[config.mk]
export PLATFORM = sky130hd
export DESIGN_NAME = xdata_router
export DESIGN_NICKNAME = d
export VERILOG_FILES = /design/src/rtl/xdr_pkg.sv /design/src/rtl/xdr_route.sv /design/src/rtl/xdr_bus_seq.sv /design/src/rtl/xdata_router.sv
export SDC_FILE = /design/constraint.sdc
export NUM_CORES = 1
export LEC_CHECK = 0
export CAP_MARGIN = 30
export CORE_ASPECT_RATIO = 1.5
export CORE_MARGIN = 3
export CORE_UTILIZATION = 27
export CTS_CLUSTER_SIZE = 25
export DETAILED_ROUTE_END_ITERATION = 10
export DONT_BUFFER_PORTS = 1
export PLACE_DENSITY = 0.51
export SLEW_MARGIN = 25
export SYNTH_ARGS = -nofsm -noshare
export SYNTH_HDL_FRONTEND = slang
export SYNTH_SLANG_ARGS = --single-unit
[constraint.sdc]
create_clock -name clk -period 2 [get_ports clk]
set_clock_uncertainty 0.05 [all_clocks]
set_input_delay 0.2 -clock clk [delete_from_list [all_inputs] [get_ports clk]]
set_output_delay 0.2 -clock clk [all_outputs]
set_load 0.01 [all_outputs]
[src/rtl/xdr_pkg.sv]
package xdr_pkg;

    typedef enum logic [1:0] {
        MAP_LOCAL    = 2'd0,
        MAP_EXTERNAL = 2'd1,
        MAP_SPLIT    = 2'd2,
        MAP_SPLIT_B  = 2'd3
    } map_mode_e;

    typedef enum logic [1:0] {
        BUS_IDLE   = 2'd0,
        BUS_ADDR   = 2'd1,
        BUS_STROBE = 2'd2,
        BUS_DONE   = 2'd3
    } bus_state_e;

    typedef enum logic [1:0] {
        TOP_IDLE     = 2'd0,
        TOP_LOCAL    = 2'd1,
        TOP_EXTERNAL = 2'd2
    } top_state_e;

endpackage

[src/rtl/xdr_route.sv]
module xdr_route
    import xdr_pkg::*;
#(
    parameter int ADDR_W   = 16,
    parameter int LOCAL_AW = 12
) (
    input  map_mode_e           mode,
    input  logic [ADDR_W-1:0]   addr,
    output logic                to_local
);

    logic below_local;

    // Address lies inside the on-chip window when all upper bits are zero.
    assign below_local = (addr[ADDR_W-1:LOCAL_AW] == '0);

    always_comb begin
        case (mode)
            MAP_LOCAL:    to_local = 1'b1;
            MAP_EXTERNAL: to_local = 1'b0;
            default:      to_local = below_local;
        endcase
    end

endmodule

[src/rtl/xdr_bus_seq.sv]
module xdr_bus_seq
    import xdr_pkg::*;
#(
    parameter int ADDR_W        = 16,
    parameter int DATA_W        = 8,
    parameter int STROBE_CYCLES = 3
) (
    input  logic                     clk,
    input  logic                     rst_n,
    input  logic                     start,
    input  logic                     start_write,
    input  logic                     start_mux,
    input  logic [ADDR_W-1:0]        start_addr,
    input  logic [DATA_W-1:0]        start_wdata,
    output logic                     done,
    output logic                     busy,
    output logic [DATA_W-1:0]        rdata,
    output logic [ADDR_W-DATA_W-1:0] ext_addr_hi,
    output logic [DATA_W-1:0]        ext_addr_lo,
    output logic [DATA_W-1:0]        ext_data_out,
    output logic                     ext_data_oe,
    input  logic [DATA_W-1:0]        ext_data_in,
    output logic                     ext_ale,
    output logic                     ext_rd_n,
    output logic                     ext_wr_n
);

    localparam int HI_W  = ADDR_W - DATA_W;
    localparam int CNT_W = $clog2(STROBE_CYCLES + 1);

    typedef struct packed {
        bus_state_e          state;
        logic [CNT_W-1:0]    cnt;
        logic [ADDR_W-1:0]   addr;
        logic [DATA_W-1:0]   wdata;
        logic                write;
        logic                mux;
        logic [DATA_W-1:0]   rdata;
    } seq_t;

    seq_t seq_d, seq_q;

    always_comb begin
        seq_d = seq_q;
        case (seq_q.state)
            BUS_IDLE: begin
                if (start) begin
                    seq_d.addr  = start_addr;
                    seq_d.wdata = start_wdata;
                    seq_d.write = start_write;
                    seq_d.mux   = start_mux;
                    seq_d.cnt   = CNT_W'(STROBE_CYCLES - 1);
                    seq_d.state = start_mux ? BUS_ADDR : BUS_STROBE;
                end
            end
            BUS_ADDR: seq_d.state = BUS_STROBE;
            BUS_STROBE: begin
                if (seq_q.cnt == '0) begin
                    seq_d.state = BUS_DONE;
                    if (!seq_q.write) begin
                        seq_d.rdata = ext_data_in;
                    end
                end else begin
                    seq_d.cnt = seq_q.cnt - 1'b1;
                end
            end
            default: seq_d.state = BUS_IDLE;
        endcase
    end

    always_ff @(posedge clk or negedge rst_n) begin
        if (!rst_n) begin
            seq_q <= '0;
        end else begin
            seq_q <= seq_d;
        end
    end

    logic in_addr, in_strobe, active;

    assign in_addr   = (seq_q.state == BUS_ADDR);
    assign in_strobe = (seq_q.state == BUS_STROBE);
    assign active    = (seq_q.state != BUS_IDLE);

    assign done         = (seq_q.state == BUS_DONE);
    assign busy         = active;
    assign rdata        = seq_q.rdata;
    assign ext_addr_hi  = active ? seq_q.addr[ADDR_W-1:DATA_W] : '0;
    assign ext_addr_lo  = (active && !seq_q.mux) ? seq_q.addr[DATA_W-1:0] : '0;
    assign ext_ale      = in_addr;
    assign ext_data_oe  = in_addr || (in_strobe && seq_q.write);
    assign ext_data_out = in_addr ? seq_q.addr[DATA_W-1:0] :
                          ((in_strobe && seq_q.write) ? seq_q.wdata : '0);
    assign ext_rd_n     = !(in_strobe && !seq_q.write);
    assign ext_wr_n     = !(in_strobe && seq_q.write);

    // Run-length counter of strobe-low cycles, used only by the checks below.
    logic               strobe_low;
    logic [CNT_W:0]     run_q;

    assign strobe_low = !ext_rd_n || !ext_wr_n;

    always_ff @(posedge clk or negedge rst_n) begin
        if (!rst_n) begin
            run_q <= '0;
        end else if (strobe_low) begin
            run_q <= run_q + 1'b1;
        end else begin
            run_q <= '0;
        end
    end

    // the latch pulse lasts one cycle and is followed by a strobe.
    a_r5_latch_then_strobe: assert property (@(posedge clk) disable iff (!rst_n)
        ext_ale |=> (!ext_ale && strobe_low));

    // a strobe run that ends has lasted exactly STROBE_CYCLES.
    a_r7_strobe_length: assert property (@(posedge clk) disable iff (!rst_n)
        (run_q != '0 && !strobe_low) |-> (run_q == (CNT_W+1)'(STROBE_CYCLES)));

    // the high address byte holds through an access.
    a_r10_hi_stable: assert property (@(posedge clk) disable iff (!rst_n)
        (busy && $past(busy) && !done) |-> $stable(ext_addr_hi));

    // read and write strobes never overlap.
    a_r8_one_strobe: assert property (@(posedge clk) disable iff (!rst_n)
        $onehot0({!ext_rd_n, !ext_wr_n}));

endmodule

[src/rtl/xdata_router.sv]
module xdata_router
    import xdr_pkg::*;
#(
    parameter int ADDR_W        = 16,
    parameter int DATA_W        = 8,
    parameter int LOCAL_AW      = 12,
    parameter int STROBE_CYCLES = 3
) (
    input  logic                     clk,
    input  logic                     rst_n,
    input  logic [1:0]               cfg_map,
    input  logic                     cfg_mux,
    input  logic                     req_valid,
    input  logic                     req_write,
    input  logic [ADDR_W-1:0]        req_addr,
    input  logic [DATA_W-1:0]        req_wdata,
    output logic                     req_ready,
    output logic [DATA_W-1:0]        req_rdata,
    output logic                     ram_en,
    output logic                     ram_we,
    output logic [LOCAL_AW-1:0]      ram_addr,
    output logic [DATA_W-1:0]        ram_wdata,
    input  logic [DATA_W-1:0]        ram_rdata,
    output logic [ADDR_W-DATA_W-1:0] ext_addr_hi,
    output logic [DATA_W-1:0]        ext_addr_lo,
    output logic [DATA_W-1:0]        ext_data_out,
    output logic                     ext_data_oe,
    input  logic [DATA_W-1:0]        ext_data_in,
    output logic                     ext_ale,
    output logic                     ext_rd_n,
    output logic                     ext_wr_n
);

    typedef struct packed {
        top_state_e state;
    } top_t;

    top_t top_d, top_q;

    logic              to_local;
    logic              seq_start;
    logic              seq_done;
    logic              seq_busy;
    logic [DATA_W-1:0] seq_rdata;

    xdr_route #(
        .ADDR_W   (ADDR_W),
        .LOCAL_AW (LOCAL_AW)
    ) u_route (
        .mode     (map_mode_e'(cfg_map)),
        .addr     (req_addr),
        .to_local (to_local)
    );

    xdr_bus_seq #(
        .ADDR_W        (ADDR_W),
        .DATA_W        (DATA_W),
        .STROBE_CYCLES (STROBE_CYCLES)
    ) u_seq (
        .clk          (clk),
        .rst_n        (rst_n),
        .start        (seq_start),
        .start_write  (req_write),
        .start_mux    (cfg_mux),
        .start_addr   (req_addr),
        .start_wdata  (req_wdata),
        .done         (seq_done),
        .busy         (seq_busy),
        .rdata        (seq_rdata),
        .ext_addr_hi  (ext_addr_hi),
        .ext_addr_lo  (ext_addr_lo),
        .ext_data_out (ext_data_out),
        .ext_data_oe  (ext_data_oe),
        .ext_data_in  (ext_data_in),
        .ext_ale      (ext_ale),
        .ext_rd_n     (ext_rd_n),
        .ext_wr_n     (ext_wr_n)
    );

    always_comb begin
        top_d     = top_q;
        seq_start = 1'b0;
        ram_en    = 1'b0;
        ram_we    = 1'b0;
        ram_addr  = req_addr[LOCAL_AW-1:0];
        ram_wdata = req_wdata;
        req_ready = 1'b0;
        req_rdata = '0;
        case (top_q.state)
            TOP_IDLE: begin
                if (req_valid) begin
                    if (to_local) begin
                        ram_en      = 1'b1;
                        ram_we      = req_write;
                        top_d.state = TOP_LOCAL;
                    end else begin
                        seq_start   = 1'b1;
                        top_d.state = TOP_EXTERNAL;
                    end
                end
            end
            TOP_LOCAL: begin
                req_ready   = 1'b1;
                req_rdata   = ram_rdata;
                top_d.state = TOP_IDLE;
            end
            TOP_EXTERNAL: begin
                if (seq_done) begin
                    req_ready   = 1'b1;
                    req_rdata   = seq_rdata;
                    top_d.state = TOP_IDLE;
                end
            end
            default: top_d.state = TOP_IDLE;
        endcase
    end

    always_ff @(posedge clk or negedge rst_n) begin
        if (!rst_n) begin
            top_q <= '0;
        end else begin
            top_q <= top_d;
        end
    end

    // completion is a single-cycle pulse.
    a_r11_ready_pulse: assert property (@(posedge clk) disable iff (!rst_n)
        req_ready |=> !req_ready);

    // an on-chip access completes in the next cycle.
    a_r9_local_next: assert property (@(posedge clk) disable iff (!rst_n)
        ram_en |=> (req_ready && !seq_busy));

    // off-chip-only mode never touches the on-chip RAM.
    a_r3_no_ram: assert property (@(posedge clk) disable iff (!rst_n)
        (top_q.state == TOP_IDLE && req_valid && cfg_map == 2'd1) |-> (!ram_en && seq_start));

    // local-only mode keeps the off-chip bus quiet for the access.
    a_r2_local_quiet: assert property (@(posedge clk) disable iff (!rst_n)
        (top_q.state == TOP_IDLE && req_valid && cfg_map == 2'd0) |=> (!seq_busy && ext_rd_n && ext_wr_n));

endmodule

==> results_dict.tcl, run 1 <==
set metrics [dict create \
    outcome "finished, final reports clean" \
    timing.setup.tns_ps 0 \
    crit_fanout 9 \
    worst-endpoint-arrival_ps 1620 \
    timing.setup.critical_path_class "register to output port" \
    multiInputGateArea_um2 1139 \
    drt_drc_violations_left 0 \
    yosys_warnings 0 \
    layout_worst_path_cycle_share 0.9359 \
    cts_num_sinks 40 \
    floorplan.die.width_um 81.95 \
    fin_crit_ps 1872 \
    clkTransAtPathRegs_ps 60 \
    tightestPinTransition_ps 561.3 \
    seq_area_frac_synth 0.4285 \
    route.detailed.wl_per_inst_um 16.88 \
    setup.worst_path.start_class "register" \
    setup_viol 0 \
    postSynthAreaPerCell_um2 10.48 \
    max-clock-path-buffers 2 \
    max_freq_ghz 0.5342 \
    syn_inst 223 \
    finish.net_count 282 \
    core_area_um2 8208 \
    via_per_inst 4.813 \
    slew_violations 0 \
    timing.critical_path.required_ps 1750 \
    synth.area.top_cells "dfrtp_1 43%, mux2_2 13%, buf_4 6.7%, nor2b_1 5.4%, ha_1 4.8%" \
    grt_pass1_vias 1626 \
    syn_nets 279 \
    ir_drop_uv 544.5 \
    globalplace.congestion 0.7967 \
    power_density_over_the_cells_nw_per_um2 1538 \
    floorplan.die_area_um2 9827 \
    synth-edff-count 0 \
    seqCellArea_um2 1001 \
    utilization 0.3258 \
    floorplan.io_pins 106 \
    grt_antenna_before_repair 2 \
    r2r_slack_ps 160 \
    mappedNetlistArea_um2 2336 \
    cap_violations 0 \
    clock_tree_from_tritoncts "built" \
    num_vias 1598 \
    area.growth.synth_to_final_pct 14.46 \
    grt_max_degree 41 \
    initial_core_utilization 0.2846 \
    cts_inserted_buffers 5 \
    grt_setup_unrepaired "no" \
    postRouteAntennaNets 0 \
    dp_hpwl_um 4290 \
    drive_gt1_frac 0.2832 \
    worst_skew_pair.late_latency_ps 280 \
    htree_levels 2 \
    layout_commonest_cell "dfrtp_1" \
    n_fill_cell 845 \
    num_rows 40 \
    total_leakage_power_nw 1.087 \
    async_reset_ff_frac 1.000 \
    report.final.hold_viol_count 0 \
    global_route_wire_length_before_repair_um 8528 \
    timing.max_slew.rel_slack 0.6227 \
    routed_wirelength_um 5605 \
    synth_largest_type_area_fraction 0.4285 \
    layout_common_cells "40 x dfrtp_1, 28 x mux2_2, 20 x nor2b_1" \
    drt_pass1_iterations 4 \
    die_h_um 119.9 \
    io_buffers 0 \
    ys.flop_type "dfrtp_1" \
    kind_of_path_behind_the_tightest_hold_check "primary input to register" \
    crit_path_end_kind "output port" \
    gr-usage-all-layers 0.1166 \
    clockRootBuffer "clkbuf_16" \
    yosysTopAreaCell "dfrtp_1" \
    dr.first_iter.drc_count 23 \
    grt_remaining_overflow 0 \
    yosys.cell_types.count 32 \
    ys_ff_latch 40 \
]
[worst max-delay path, stage by stage (launching register included)]
cell     delay [ps]
dfrtp_1         350
buf_4           150
ha_1            200
and2_4          230
nand2_1          60
o21ai_0         350
[per-stage QoR]
step           cell area (µm²)  instances  power (W)  hold slack (ps)  setup WS (ps)
3_3_place_gp              2411        316   0.003281           -144.5          99.33
2_1_floorplan             2336        223   0.002815           -145.6          72.43
4_1_cts                   2623        329   0.004144           0.3421          30.61
3_5_place_dp              2411        316   0.003318           -144.6          75.22
6_report                  2674        332   0.004113            3.623          128.2
5_1_grt                   2674        332   0.004471            4.895          1.791
[layout make-up]
| class | count | area share |
|---|---|---|
| flip-flops and latches | 40 | 0.3744 |
| well taps | 105 | 0.04913 |
| repair buffers | 25 | 0.08423 |
| clock buffers | 5 | 0.04679 |
| diodes | 1 | 0.0009359 |
| inverters | 10 | 0.01404 |
| clock inverters | 2 | 0.004679 |
| multi-input cells | 144 | 0.4258 |
[sequential cells by signal, indices dropped and copies added, names as in the netlist]
register	count
u_seq.seq_q	30
top_q	2
u_seq.rdata	8
[cell usage after synthesis (2+ instances only)]
cell	number
and2_1	11
a21oi_1	4
dfrtp_1	40
ha_1	9
clkbuf_1	6
nor2_1	5
mux2_1	6
buf_4	21
nand2b_1	4
nor2b_1	20
a22oi_1	8
o31ai_1	2
nand2_1	18
inv_1	10
nand3_1	2
mux2_2	28
o21ai_0	14
[where the power goes]
group	internal [W]	switching, W	leakage [nW]
clock network	0.000452	0.000313	0.0657
logic	0.000934	0.000981	0.545
registers	0.00122	0.000214	0.476
[worst paths after layout]
kind / start / to / cells past startpoint
max in group asynchronous: rst_n / u_seq.seq_q[24] / 2
min reg2reg: u_seq.seq_q[30] / u_seq.seq_q[30] / 1
max: u_seq.seq_q[37] / ext_data_out[2] / 5
max reg2reg: top_q[0] / u_seq.seq_q[36] / 6
min in group asynchronous: rst_n / top_q[0] / 2
min: req_addr[10] / u_seq.seq_q[28] / 1
[repair_timing]
| item | in CTS | in global routing |
|---|---|---|
| hold buffers | 6 | 2 |
| pin swaps | 0 | 1 |
| gates resized for setup | 2 | 8 |
| endpoints found under the hold margin | 44 | 2 |
| setup endpoints to repair | 8 | 37 |
| buffers inserted | 0 | 0 |
[cells by family after synthesis]
group | share of synthesized area
DFF | 0.4285
muxes | 0.1639
adders and majority gates | 0.04821
and+or+nand+nor | 0.1559
AOI/OAI and AO/OA | 0.1034
buffers and inverters | 0.1002
[per-layer routing]
layer	GRT usage	up-vias	share of wire
met1	0.1199	765	0.37
met4	0.04366	2	0.016
li1	-	745	-
met2	0.1903	77	0.49
met3	0.06982	9	0.13
met5	0	-	0.0023
(Power assumes the default switching activity.)
==> run 2, diff against run 1 <==
--- a/config.mk
+++ b/config.mk
@@ -15,2 +15,3 @@
 export PLACE_DENSITY = 0.51
+export SETUP_SLACK_MARGIN = 0.3
 export SLEW_MARGIN = 25
==> constraint.sdc (replaced) <==
create_clock -name clk -period 2 [get_ports clk]
set_clock_uncertainty 0.05 [all_clocks]
set_input_delay 0.4 -clock clk [delete_from_list [all_inputs] [get_ports clk]]
set_output_delay 0.4 -clock clk [all_outputs]
set_load 0.01 [all_outputs]
==> run 2 against run 1 <==
  * Sequential cell count unchanged
  * Die area unchanged
  * Clock-buffer cell count unchanged
  * Sequential share of layout area decreased by 9.7 points
  * Final cell count increased by 6.9%
  * First-iteration DRC count increased by 120%
  * Clock power increased by 5.1%
  * Combinational power increased by 92%
  * Worst setup slack got worse by 100 ps
  * Maximum frequency decreased by 5.1%
  * Sequential power increased by 8%
  * Hold slack improved by 200 ps
  * Largest cell class unchanged
  * Largest power group unchanged
==> results_dict.tcl, run 2 (synthesized netlist as in run 1, its figures left out) <==
set metrics [dict create \
    outcome "finished, final reports clean" \
    routed_wirelength_um 6669 \
    gr-usage-all-layers 0.1336 \
    dr.first_iter.drc_count 50 \
    globalplace.congestion 0.7288 \
    layout_worst_path_cycle_share 0.9864 \
    initial_core_utilization 0.2846 \
    fin_crit_ps 1973 \
    power_density_over_the_cells_nw_per_um2 1665 \
    grt_setup_unrepaired "yes" \
    r2r_slack_ps 60 \
    core_area_um2 8208 \
    die_h_um 119.9 \
    report.final.hold_viol_count 0 \
    layout_commonest_cell "dfrtp_1" \
    r2r-start "u_seq.seq_q[37]" \
    postRouteAntennaNets 0 \
    grt_remaining_overflow 0 \
    clockRootBuffer "clkbuf_16" \
    num_vias 1760 \
    total_leakage_power_nw 1.474 \
    clock_tree_from_tritoncts "built" \
    crit_path_end "ext_addr_lo[0]" \
    crit_fanout 6 \
    route.detailed.wl_per_inst_um 18.79 \
    worst_skew_pair.late_latency_ps 290 \
    max-clock-path-buffers 2 \
    r2r_cells 8 \
    kind_of_path_behind_the_tightest_hold_check "primary input to register" \
    largest-register "u_seq.seq_q" \
    ir_drop_uv 618.7 \
    finish.net_count 305 \
    largest_register_ffs 30 \
    drt_pass1_iterations 4 \
    io_buffers 0 \
    critical-path-max-stage-delay_ps 420 \
    worst-endpoint-arrival_ps 1520 \
    cts_num_sinks 40 \
    layout_common_cells "38 x dfrtp_1, 17 x mux2_2, 17 x mux2_4" \
    cts_inserted_buffers 5 \
    area.growth.synth_to_final_pct 54.85 \
    drt_drc_violations_left 0 \
    setup_viol 0 \
    timing.max_slew.rel_slack 0.7813 \
    clkTransAtPathRegs_ps 60 \
    antennaDiodeCount 0 \
    setup.worst_path.start_class "register" \
    cpMaxStageDelayCell "dfrtp_2" \
    crit_path_end_kind "output port" \
    timing.critical_path.required_ps 1550 \
    num_rows 40 \
    floorplan.die.width_um 81.95 \
    timing.setup.tns_ps 0 \
    max_freq_ghz 0.5069 \
    cap_violations 0 \
    global_route_wire_length_before_repair_um 9763 \
    slew_violations 0 \
    tightestPinTransition_ps 326.8 \
    crit_path_cell_chain "inv_2, ha_4, buf_4, nor2_4, buf_12, and2_4" \
    htree_levels 2 \
    cp-startpoint "u_seq.seq_q[37]" \
    floorplan.die_area_um2 9827 \
    grt_max_degree 41 \
    dp_hpwl_um 4034 \
    via_per_inst 4.958 \
    floorplan.io_pins 106 \
    grt_antenna_before_repair 0 \
    timing.setup.critical_path_class "register to output port" \
    drive_gt1_frac 0.7040 \
    critical_path.reg2reg.endpoint "u_seq.seq_q[15]" \
    power_w 0.006023 \
    grt_pass1_vias 1773 \
]
## run 2: what timing repair did
item	4_1_cts	5_1_grt
setup buffers	22	8
gates resized for setup	71	59
cloned	5	2
hold buffers	2	0
setup endpoints to repair	69	70
endpoints found under the hold margin	40	0
pin swaps	10	16
## run 2: layout make-up
type                            count  area, µm²
Inverter                           10      47.55
Fill cell                         761       4591
Clock inverter                      3      23.77
Tap cell                          105      131.4
Sequential cell                    40       1003
Multi-Input combinational cell    145       1627
Timing Repair Buffer               47      659.4
Clock buffer                        5      125.1
## run 2: worst min path at each step
stage                       startpoint               to  slack [ps]  depth (start not counted)
after floorplan                  rst_n         top_q[0]          50                          0
after global placement           rst_n   u_seq.rdata[5]          60                          0
after detailed placement         rst_n   u_seq.rdata[5]          60                          0
after CTS                  req_addr[9]  u_seq.seq_q[27]         190                          1
after global routing      req_addr[12]  u_seq.seq_q[30]         190                          1
final                      req_addr[9]  u_seq.seq_q[27]         210                          1
## run 2: critical path, delay by kind of cell, from the launching register on
| family | cells | cell delay (ps) |
|---|---|---|
| AND/OR/NAND/NOR | 2 | 290 |
| buffers and inverters | 3 | 340 |
| flip-flops | 1 | 420 |
| adder cells (fa/ha/maj) | 1 | 180 |
## run 2: per-stage QoR
| stage | hold slack [ps] | setup slack (ps) | util | cell area, µm² | std cells |
|---|---|---|---|---|---|
| 2_1_floorplan | 54.41 | 211.2 | - | 2476 | 223 |
| 3_3_place_gp | 56.64 | 130.5 | 0.3006 | 2467 | 308 |
| 3_5_place_dp | 56.83 | 88.28 | 0.3006 | 2467 | 308 |
| 4_1_cts | 194.6 | 64.12 | 0.3956 | 3247 | 345 |
| 5_1_grt | 191.2 | -23.12 | 0.4407 | 3617 | 355 |
| 6_report | 205.2 | 27.14 | 0.4407 | 3617 | 355 |
## run 2: power by group
part           total (W)  switching [W]  leakage [nW]  internal [W]
combinational    0.00367        0.00151         0.934       0.00216
clock           0.000804       0.000340        0.0660      0.000464
sequential       0.00155       0.000321         0.474       0.00122
total            0.00602        0.00218          1.47       0.00385
## run 2: per-layer routing
layer	track usage	routed length, µm	vias up
li1	-	-	802
met1	0.1473	2402	904
met2	0.2404	3812	48
met3	0.02853	341	6
met4	0.05301	112	0
met5	0	0	-
==> run 3, diff against run 2 <==
PLACE_DENSITY = not set   (was 0.51)
==> run 3 against run 2 <==
  * Utilization fell by 3.0 points
  * First-iteration DRC count rose by 42%
  * Largest power group unchanged
  * Non-clock buffer count fell by 14
  * Hold slack got worse by 4.2 ps
  * Global-route usage fell by 0.57 points
  * Sequential power barely moved
==> results_dict.tcl, run 3 (synthesized netlist as in run 1, its figures left out) <==
set metrics [dict create \
    route.detailed.wl_per_inst_um 19.31 \
    cap_violations 0 \
    critical-path-max-stage-delay_ps 430 \
    grt_setup_unrepaired "yes" \
    dp_hpwl_um 4038 \
    setup_viol 0 \
    core_area_um2 8208 \
    num_rows 40 \
    initial_core_utilization 0.2846 \
    multiInputGateArea_um2 1595 \
    grt_remaining_overflow 0 \
    timing.setup.critical_path_class "register to output port" \
    slew_violations 0 \
    timing.max_slew.rel_slack 0.7966 \
    grt_pass1_vias 1770 \
    dr.first_iter.drc_count 71 \
    globalplace.congestion 0.7402 \
    tightestPinTransition_ps 302.8 \
    utilization 0.4104 \
    drive_gt1_frac 0.6271 \
    via_per_inst 4.947 \
    floorplan.io_pins 106 \
    post-route-cell-area_um2 3368 \
    report.final.hold_viol_count 0 \
    area.growth.synth_to_final_pct 44.19 \
    drt_pass1_iterations 4 \
    crit_path_end_kind "output port" \
    finish.net_count 291 \
    floorplan.die.width_um 81.95 \
    worst-endpoint-arrival_ps 1460 \
    largest-register "u_seq.seq_q" \
    layout_worst_path_cycle_share 0.9559 \
    worst_skew_pair.late_latency_ps 280 \
    io_buffers 0 \
    seqCellArea_um2 1003 \
    floorplan.die_area_um2 9827 \
    postRouteAntennaNets 0 \
    setup.worst_path.start_class "register" \
    routed_wirelength_um 6584 \
    crit_fanout 5 \
    gr-usage-all-layers 0.1279 \
    grt_max_degree 41 \
    grt_antenna_before_repair 0 \
    drt_drc_violations_left 0 \
    kind_of_path_behind_the_tightest_hold_check "primary input to register" \
    largest_register_ffs 30 \
    outcome "finished, final reports clean" \
    ir_drop_uv 526.2 \
    clockRootBuffer "clkbuf_16" \
    antennaDiodeCount 0 \
    n_fill_cell 778 \
    cp.buffers_inverters 2 \
    fin_crit_ps 1912 \
    total_leakage_power_nw 1.406 \
    crit_path_cell_chain "inv_4, ha_4, and2_4, buf_6, nand2_1, o21ai_4" \
    postPlaceCellArea_um2 2445 \
    r2r_slack_ps 150 \
    layout_common_cells "38 x dfrtp_1, 26 x mux2_4, 14 x buf_6" \
    critical_path.top_delay_family "flip-flops" \
    power_w 0.005733 \
    cts_inserted_buffers 5 \
    global_route_wire_length_before_repair_um 9597 \
    clkTransAtPathRegs_ps 60 \
    htree_levels 2 \
    cpMaxStageDelayCell "dfrtp_2" \
    num_vias 1687 \
    timing.critical_path.required_ps 1550 \
    max-clock-path-buffers 2 \
    power_density_over_the_cells_nw_per_um2 1702 \
    die_h_um 119.9 \
    clock_tree_from_tritoncts "built" \
    layout_commonest_cell "dfrtp_1" \
    timing.setup.tns_ps 0 \
    cts_num_sinks 40 \
    max_freq_ghz 0.5231 \
]
-- run 3: final cells by class --
cell class	instances	share of cell area
Inverter	10	0.01263
Clock buffer	7	0.04532
Sequential cell	40	0.2979
Clock inverter	1	0.008915
Tap cell	105	0.03900
Timing Repair Buffer	33	0.1226
Multi-Input combinational cell	145	0.4736
-- run 3: what timing repair did --
| action | in CTS | in global routing |
|---|---|---|
| buffers inserted | 15 | 6 |
| hold endpoints to repair | 40 | 0 |
| cloned | 4 | 1 |
| resized for setup | 85 | 37 |
| setup endpoints to repair | 77 | 69 |
| hold buffers | 2 | 0 |
| pin swaps | 13 | 5 |
-- run 3: power breakdown --
part	switching (W)	total [W]	internal, W
Sequential	0.000308	0.00153	0.00122
Clock	0.000302	0.000958	0.000656
Combinational	0.00143	0.00324	0.00182
-- run 3: per-layer routing --
metal | wire (µm) | track usage | vias up | share of wire
li1 | - | - | 767 | -
met1 | 2455 | 0.1414 | 871 | 0.37
met2 | 3710 | 0.2353 | 41 | 0.56
met3 | 302 | 0.02102 | 8 | 0.046
met4 | 116 | 0.04782 | 0 | 0.018
met5 | 0 | 0 | - | 0
-- run 3: final timing paths --
check,cells past startpoint,startpoint,to
max,6,u_seq.seq_q[36],ext_data_out[6]
min,2,req_valid,top_q[1]
max reg2reg,7,u_seq.seq_q[37],u_seq.seq_q[30]
min reg2reg,1,u_seq.rdata[3],u_seq.rdata[3]
max in group asynchronous,2,rst_n,u_seq.seq_q[36]
min in group asynchronous,2,rst_n,u_seq.seq_q[35]
-- run 3: metrics by stage --
step | instances | setup slack, ps | hold WS [ps]
finish | 341 | 88.16 | 201.0
global route | 341 | 36.56 | 204.4
CTS | 334 | 63.38 | 198.1
detailed placement | 305 | 80.69 | 56.99
global placement | 305 | 131.4 | 56.76
floorplan | 223 | 211.2 | 54.41
